## src/rtl/dagu_pkg.sv

```systemverilog
package dagu_pkg;
  // Fixed instruction format of the displacement group
  localparam int unsigned INSN_W  = 32;
  localparam int unsigned OPC_W   = 8;
  localparam int unsigned OPC_LSB = 24;
  localparam int unsigned RIDX_W  = 4;
  localparam int unsigned RA_LSB  = 20;
  localparam int unsigned RB_LSB  = 16;
  localparam int unsigned SEL_POS = 15;
  localparam int unsigned RSV_HI  = 14;
  localparam int unsigned RSV_LO  = 12;
  localparam int unsigned DISP_W  = 12;

  typedef struct packed {
    logic [RIDX_W-1:0] ptr_idx;
    logic [RIDX_W-1:0] dat_idx;
    logic              sel_b;
    logic [DISP_W-1:0] disp;
    logic              bad_opc;
    logic              bad_rsv;
  } dagu_fields_t;
endpackage

```

## src/rtl/dagu_rst_sync.sv

```systemverilog
module dagu_rst_sync #(
  parameter int unsigned STAGES = 2
) (
  input  logic clk,
  input  logic arst_n,
  output logic srst_n
);
  logic [STAGES-1:0] sync_q;

  always_ff @(posedge clk or negedge arst_n) begin
    if (!arst_n) sync_q <= '0;
    else         sync_q <= {sync_q[STAGES-2:0], 1'b1};
  end

  assign srst_n = sync_q[STAGES-1];
endmodule

```

## src/rtl/dagu_decode.sv

```systemverilog
module dagu_decode
  import dagu_pkg::*;
#(
  parameter logic [OPC_W-1:0] OPC_BASE       = 8'hd0,
  parameter int unsigned      OPC_GROUP_LOG2 = 3
) (
  input  logic [INSN_W-1:0] insn,
  output logic [RIDX_W-1:0] raddr_a,
  output logic [RIDX_W-1:0] raddr_b,
  output dagu_fields_t      fields
);
  localparam int unsigned TAG_W = OPC_W - OPC_GROUP_LOG2;

  logic [OPC_W-1:0]  opc;
  logic [TAG_W-1:0]  opc_tag;
  logic [RIDX_W-1:0] code_a;
  logic [RIDX_W-1:0] code_b;
  logic              sel_b;

  assign opc     = insn[OPC_LSB +: OPC_W];
  assign opc_tag = opc[OPC_W-1:OPC_GROUP_LOG2];
  assign code_a  = insn[RA_LSB +: RIDX_W];
  assign code_b  = insn[RB_LSB +: RIDX_W];
  assign sel_b   = insn[SEL_POS];

  assign raddr_a = code_a;
  assign raddr_b = code_b;

  always_comb begin
    fields.sel_b   = sel_b;
    fields.ptr_idx = sel_b ? code_b : code_a;
    fields.dat_idx = sel_b ? code_a : code_b;
    fields.disp    = insn[DISP_W-1:0];
    fields.bad_opc = (opc_tag != OPC_BASE[OPC_W-1:OPC_GROUP_LOG2]);
    fields.bad_rsv = |insn[RSV_HI:RSV_LO];
  end
endmodule

```

## src/rtl/dagu_agen.sv

```systemverilog
module dagu_agen
  import dagu_pkg::*;
#(
  parameter int unsigned ADDR_W = 32
) (
  input  logic              sel_b,
  input  logic [ADDR_W-1:0] rdata_a,
  input  logic [ADDR_W-1:0] rdata_b,
  input  logic [DISP_W-1:0] disp,
  output logic [ADDR_W-1:0] addr
);
  localparam int unsigned PAD_W = ADDR_W - DISP_W;

  logic [ADDR_W-1:0] base;
  logic [ADDR_W-1:0] offset;

  assign base   = sel_b ? rdata_b : rdata_a;
  assign offset = {{PAD_W{1'b0}}, disp};
  assign addr   = base + offset;  // wraps modulo 2^ADDR_W
endmodule

```

## src/rtl/dagu_top.sv

```systemverilog
module dagu_top
  import dagu_pkg::*;
#(
  parameter int unsigned      ADDR_W         = 32,
  parameter logic [OPC_W-1:0] OPC_BASE       = 8'hd0,
  parameter int unsigned      OPC_GROUP_LOG2 = 3,
  parameter int unsigned      RST_STAGES     = 2
) (
  input  logic              clk,
  input  logic              rst_n,
  input  logic              in_valid,
  input  logic [INSN_W-1:0] in_insn,
  output logic [RIDX_W-1:0] rf_raddr_a,
  input  logic [ADDR_W-1:0] rf_rdata_a,
  output logic [RIDX_W-1:0] rf_raddr_b,
  input  logic [ADDR_W-1:0] rf_rdata_b,
  output logic              out_valid,
  output logic [ADDR_W-1:0] out_addr,
  output logic [RIDX_W-1:0] out_ptr_idx,
  output logic [RIDX_W-1:0] out_dat_idx,
  output logic              out_illegal
);
  logic              rst_sync_n;
  dagu_fields_t      fields;
  logic [ADDR_W-1:0] sum_addr;

  logic              illegal_d;
  logic [ADDR_W-1:0] addr_d;
  logic [RIDX_W-1:0] ptr_d;
  logic [RIDX_W-1:0] dat_d;

  dagu_rst_sync #(.STAGES(RST_STAGES)) u_rst (
    .clk    (clk),
    .arst_n (rst_n),
    .srst_n (rst_sync_n)
  );

  dagu_decode #(.OPC_BASE(OPC_BASE), .OPC_GROUP_LOG2(OPC_GROUP_LOG2)) u_dec (
    .insn    (in_insn),
    .raddr_a (rf_raddr_a),
    .raddr_b (rf_raddr_b),
    .fields  (fields)
  );

  dagu_agen #(.ADDR_W(ADDR_W)) u_agen (
    .sel_b   (fields.sel_b),
    .rdata_a (rf_rdata_a),
    .rdata_b (rf_rdata_b),
    .disp    (fields.disp),
    .addr    (sum_addr)
  );

  // next-state
  always_comb begin
    illegal_d = fields.bad_opc | fields.bad_rsv;
    if (illegal_d) begin
      addr_d = '0;
      ptr_d  = '0;
      dat_d  = '0;
    end else begin
      addr_d = sum_addr;
      ptr_d  = fields.ptr_idx;
      dat_d  = fields.dat_idx;
    end
  end

  // registers
  always_ff @(posedge clk or negedge rst_sync_n) begin
    if (!rst_sync_n) out_valid <= 1'b0;
    else             out_valid <= in_valid;
  end

  always_ff @(posedge clk or negedge rst_sync_n) begin
    if (!rst_sync_n) begin
      out_addr    <= '0;
      out_ptr_idx <= '0;
      out_dat_idx <= '0;
      out_illegal <= 1'b0;
    end else if (in_valid) begin
      out_addr    <= addr_d;
      out_ptr_idx <= ptr_d;
      out_dat_idx <= dat_d;
      out_illegal <= illegal_d;
    end
  end
endmodule

```

## config.mk

```make
export PLATFORM = sky130hd
export DESIGN_NAME = dagu_top
export DESIGN_NICKNAME = d
export VERILOG_FILES = /design/src/rtl/dagu_pkg.sv /design/src/rtl/dagu_rst_sync.sv /design/src/rtl/dagu_decode.sv /design/src/rtl/dagu_agen.sv /design/src/rtl/dagu_top.sv
export SDC_FILE = /design/constraint.sdc
export NUM_CORES = 1
export LEC_CHECK = 0
export CAP_MARGIN = 20
export CORE_MARGIN = 5
export CORE_UTILIZATION = 46
export CTS_CLUSTER_DIAMETER = 200
export DETAILED_ROUTE_END_ITERATION = 6
export GPL_ROUTABILITY_DRIVEN = 1
export PLACE_DENSITY = 0.87
export SLEW_MARGIN = 25
export SYNTH_ARGS = -nofsm -noshare
export SYNTH_HDL_FRONTEND = slang
export SYNTH_SLANG_ARGS = --single-unit
```

## constraint.sdc

```tcl
create_clock -name clk -period 2.5 [get_ports clk]
set_clock_uncertainty 0.05 [all_clocks]
set_input_delay 0.5 -clock clk [delete_from_list [all_inputs] [get_ports clk]]
set_output_delay 0.5 -clock clk [all_outputs]
set_load 0.05 [all_outputs]
```

* Yosys cells after proc, flatten, opt, wreduce, memory -nomap -nowiden
Cells that the tools add are included.
** Storage, ports and cells
- Flip-flop bits (word level) :: 44
- Word-level logic and storage cells :: 16
** Operators by class
- Muxes and demuxes :: 6
- Add/subtract/negate cells :: 1
- Reduce and logical (&&, ||, !) cells :: 1
- Eq/ne operators :: 1
- Bitwise gates (word level) :: 1
** Operators by type and width (number)
- 32-bit two-way mux :: 2
- 32-bit by 12-bit adder with 32-bit output :: 1
- 4-bit two-way mux :: 4
- 5-bit != test, second input constant :: 1
- 3-bit OR reduction :: 1
- 1-bit OR :: 1

* Logic depth before layout (Yosys ltp)
- Word-level depth :: 3
- Depth in mapped cells :: 15
- Mapped depth without buffers :: 10

* By module
From an unflattened synthesis, not the netlist that was laid out.
** Unflattened totals
- Cells, all modules :: 426
- Area, all modules :: 4026.4 um2
** Modules (own cells, without submodules)
- dagu_top :: instances 1, cells an instance 178, area an instance 1999.4 um2
- dagu_agen :: instances 1, cells an instance 212, area an instance 1664.1 um2
- dagu_decode :: instances 1, cells an instance 33, area an instance 309.0 um2
- dagu_rst_sync :: instances 1, cells an instance 3, area an instance 53.8 um2

* Least setup slack after synthesis
No wires, ideal clock.
- Path kind :: input port to flip-flop
- Start :: input in_insn[15]
- End :: register out_addr[30]
- Data arrival time :: 3.363 ns
- Library setup time :: 0.101 ns
- Required time :: 2.349 ns
- Stages :: 15
- Slack :: -1.013 ns
- Path buffers :: 5
- Cells stage by stage :: buf_6 > buf_12 > buf_4 > buf_2 > buf_2 > mux2_2 > ha_1 > inv_1 > fa_1 > nor2b_1 > o2111ai_1 > a21oi_1 > o21ai_2 > o31a_1 > o32ai_1
** Between the ends
- Longest elaborated chain between the ends :: 3
** RTL lines
- from (decl) :: RTL line dagu_top.sv:12 : input logic [INSN_W-1:0] in_insn,
- 32-bit two-way mux :: RTL line dagu_agen.sv:17 : assign base = sel_b ? rdata_b : rdata_a;
- 32-bit by 12-bit adder with 32-bit output :: RTL line dagu_agen.sv:19 : assign addr = base + offset;
- 32-bit two-way mux :: RTL line dagu_top.sv:56 : if (illegal_d) begin
- to (signal assigned) :: RTL line dagu_top.sv:80 : out_addr <= addr_d;
- to (decl) :: RTL line dagu_top.sv:18 : output logic [ADDR_W-1:0] out_addr,
No other way between the ends.
A chain may end at the register's enable or synchronous reset.

* Final worst setup path
- Start :: input in_insn[15]
- End :: register out_addr[28]
The elaborated chain is that of the path after synthesis.

==> results.tsv <==
stage	metric	value	unit
outcome	status	completed	
detailed_routing	dr_total_vias	3888	
placement	hpwlAfterDp	8820	um
cells_and_area	drive_above_1_share	31.1	%
timing	rsz0062_at_grt	true	
global_routing	grt_overflow	0	
detailed_routing	dr.pass1.iters	7	
cells_and_area	layout.nets	678	
synthesis	syn-cell-area	3320	sq um
timing	setup_viol	0	
timing	maxSlewHeadroom	62.0	%
global_routing	grt_pass1_wl	19100	um
timing	period_needed	2.49	ns
critical_path	cpPeakStageDelay	0.39	ns
critical_path	r2r-end	out_addr[28]	
power_and_ir_drop	p_leak	0.00258	uW
synthesis	yosys-top-cells-area	dfrtp_1 (33%), mux2i_1 (7.8%), inv_1 (5.1%)	
power_and_ir_drop	ir_drop	0.260	mV
die	die_h	94.9	um
detailed_routing	vias_per_cell	5.85	
synthesis	syn_inst	359	
clock_network	clock_sinks	44	
clock_network	htreeDepth	2	
synthesis	syn_avg_cell_area	9.24	sq um
placement	gp_congestion	0.858	
power_and_ir_drop	power.total	2100	uW
global_routing	grt_pass1_vias	3931	
global_routing	grt.total_usage	26.9	%
detailed_routing	postRouteAntennaNets	0	
global_routing	antenna_found_initial	0	
critical_path	crit_fanout	7	
die	start_util	46.5	%
cells_and_area	num-fill-cells	373	
synthesis	ys_warn_count	0	
global_routing	grt_max_degree	43	
critical_path	cp_data_arrival_time	2.68	ns
run	maxCapViolations	0	
critical_path	critPathKind	primary input to flip-flop	
synthesis	ys_seq_elements	44	
cells_and_area	n_antenna_cell	0	
clock_network	cts_buffers	5	
synthesis	synth_top_flop_cell	dfrtp_1	
critical_path	worst_setup_path_start_kind	primary input	
synthesis	synth_edf_count	0	
synthesis	ys_seq_area_share	33.2	%
clock_network	clk_pin_slew_worst_paths	0.09	ns
cells_and_area	area_delta_synth_final	81.3	%
worst_hold_path	worstHoldPathType	flip-flop to asynchronous set/reset pin	
placement	port_buffers	145	
clock_network	cts_root_buffer	clkbuf_8	
timing	tightest_slew	0.570	ns
clock_network	cts_tree	done	
timing	period_share	99.8	%
die	ioPinCount	149	
synthesis	syn_nets	471	
die	die_w	94.9	um
detailed_routing	drtIter0Drc	229	
cells_and_area	fin_util	84.3	%
clock_network	postCtsHoldBufs	0	
synthesis	synth_cell_types	59	
critical_path	endpoint_kind	flip-flop	
synthesis	synthArstFlopShare	100	%
synthesis	yosysTopAreaCell	dfrtp_1	
critical_path	critical_path_required	2.69	ns
clock_network	cts_buffer_depth	2	
critical_path	cp_cell_sequence	buf_16, mux2_4, ha_4, inv_2, fa_2, nor2b_4, o2111ai_4, buf_4, a21o_1, a211oi_2, xnor2_1, a41o_1	
detailed_routing	wirelength	13600	um
critical_path	r2r_cells	2	
timing	fmax	401	MHz
detailed_routing	drc	0	
critical_path	worst_path_max_delay_cell	fa_2	
timing	finalMaxSlewViolations	0	
power_and_ir_drop	powerDensity	349	nW/um^2
detailed_routing	wl_per_cell	20.5	um
clock_network	insertion_delay	0.29	ns
die	num_rows	31	
synthesis	synth_top_area_share	33.2	%
die	core	7140	sq um
critical_path	rrSetupSlack	1.56	ns
die	dieArea	9010	sq um
critical_path	r2r-start	out_addr[28]	
timing	finalHoldViolCount	0	
## metal layers
metal	global-route usage (%)	part of all wire [%]	wire, um
met1	31.0	37	5110
met2	48.6	51	6900
met3	6.61	7.9	1080
met4	8.41	4.1	556
met5	0	0	0
## critical path, delay by kind of cell
kind                       cells  cell delay (ns)
muxes                          1             0.21
buffers and inverters          3             0.34
adders and majority gates      2             0.52
and+or+nand+nor                1             0.16
xor gates and xnor gates       1             0.16
AOI/OAI and AO/OA              4             0.78
## final cells by class
type | instances | area [sq um] | share of cell area (%)
inverters | 45 | 169 | 2.81
flip-flops and latches | 44 | 1100 | 18.4
clock buffers | 6 | 72.6 | 1.21
repair buffers | 223 | 2120 | 35.3
well taps | 99 | 124 | 2.06
multi-input cells | 247 | 2410 | 40.1
clock inverters | 1 | 5.00 | 0.0832
## cell families after synthesis
group	Yosys count	share of synthesized area, %
AO/OA/AOI/OAI	103	21.7
AND/OR/NAND/NOR	77	14.3
buffers and inverters	68	9.58
flip-flops	44	33.2
multiplexers	39	12.3
XOR/XNOR	14	3.70
adder cells (fa/ha/maj)	13	5.13
other	1	0.113
## placed cells by master (no fill, tap or decap), types with 6 or more instances in the layout
cell type        count
a21oi_1              7
buf_4               72
buf_6               11
clkdlybuf4s15_1     11
clkdlybuf4s50_1    109
dfrtp_1             43
dlymetal6s2s_1      10
ha_4                12
inv_1               42
mux2_4              10
mux2i_1             25
nand2_1              7
nor2_1              12
nor3_1               6
o21a_1              11
o22ai_1             23
o32ai_1              9
o32ai_2              6
xor2_1               7
## synthesized netlist by cell type (5+ instances only)
cell      count
mux2_2       13
o32ai_1      15
xor2_1        7
nor2_1       12
nor4_1        6
nand2_1       9
o21ai_0       9
clkbuf_1      8
xnor2_1       7
buf_4         9
o22ai_1      24
inv_1        45
nor3_1        9
o21a_1       11
a21oi_1      15
ha_1         12
o31a_1        5
dfrtp_1      44
mux2i_1      26
## how the worst max path moves through the flow
stage | from | to | slack [ns] | cells past startpoint
final | in_insn[15] | out_addr[28] | 0.005 | 12
after global routing | in_insn[15] | out_addr[31] | -0.08 | 10
after CTS | rf_rdata_a[10] | out_addr[25] | -0.01 | 12
after detailed placement | rf_rdata_a[0] | out_addr[22] | -0.63 | 11
after global placement | rf_rdata_a[0] | out_addr[30] | -0.52 | 11
after floorplan | in_insn[15] | out_addr[30] | -0.70 | 15
## flip-flops by register name (all words and copies together) (netlist names)
name          cells
out_valid         1
u_rst.sync_q      2
out_dat_idx       4
out_illegal       1
out_addr         32
out_ptr_idx       4
## power by group
group,total (uW),switching [uW],internal [uW]
sequential,730,14.7,715
combinational,932,433,499
clock,439,248,191
total,2100,696,1400
## stage by stage
step                instance area [sq um]  std cells  TNS (ns)  setup WS, ns  hold slack [ns]
finish                               6010        665         0       0.00506            0.274
global route                         6010        665    -0.137       -0.0797            0.295
CTS                                  5780        662   -0.0105       -0.0105            0.309
detailed placement                   5390        646    -13.36        -0.633            0.286
global placement                     5390        646    -11.47        -0.523            0.293
floorplan                            3500        359    -14.57        -0.697            0.154
## repair_timing
action                                  in CTS  in global routing
buffers inserted                            10                  3
endpoints found under the hold margin        0                  0
cloned                                       0                  1
resized for setup                           72                 57
pin swaps                                   38                 47
endpoints found under the setup margin      25                 18
Power figures use the tool's default switching activity.
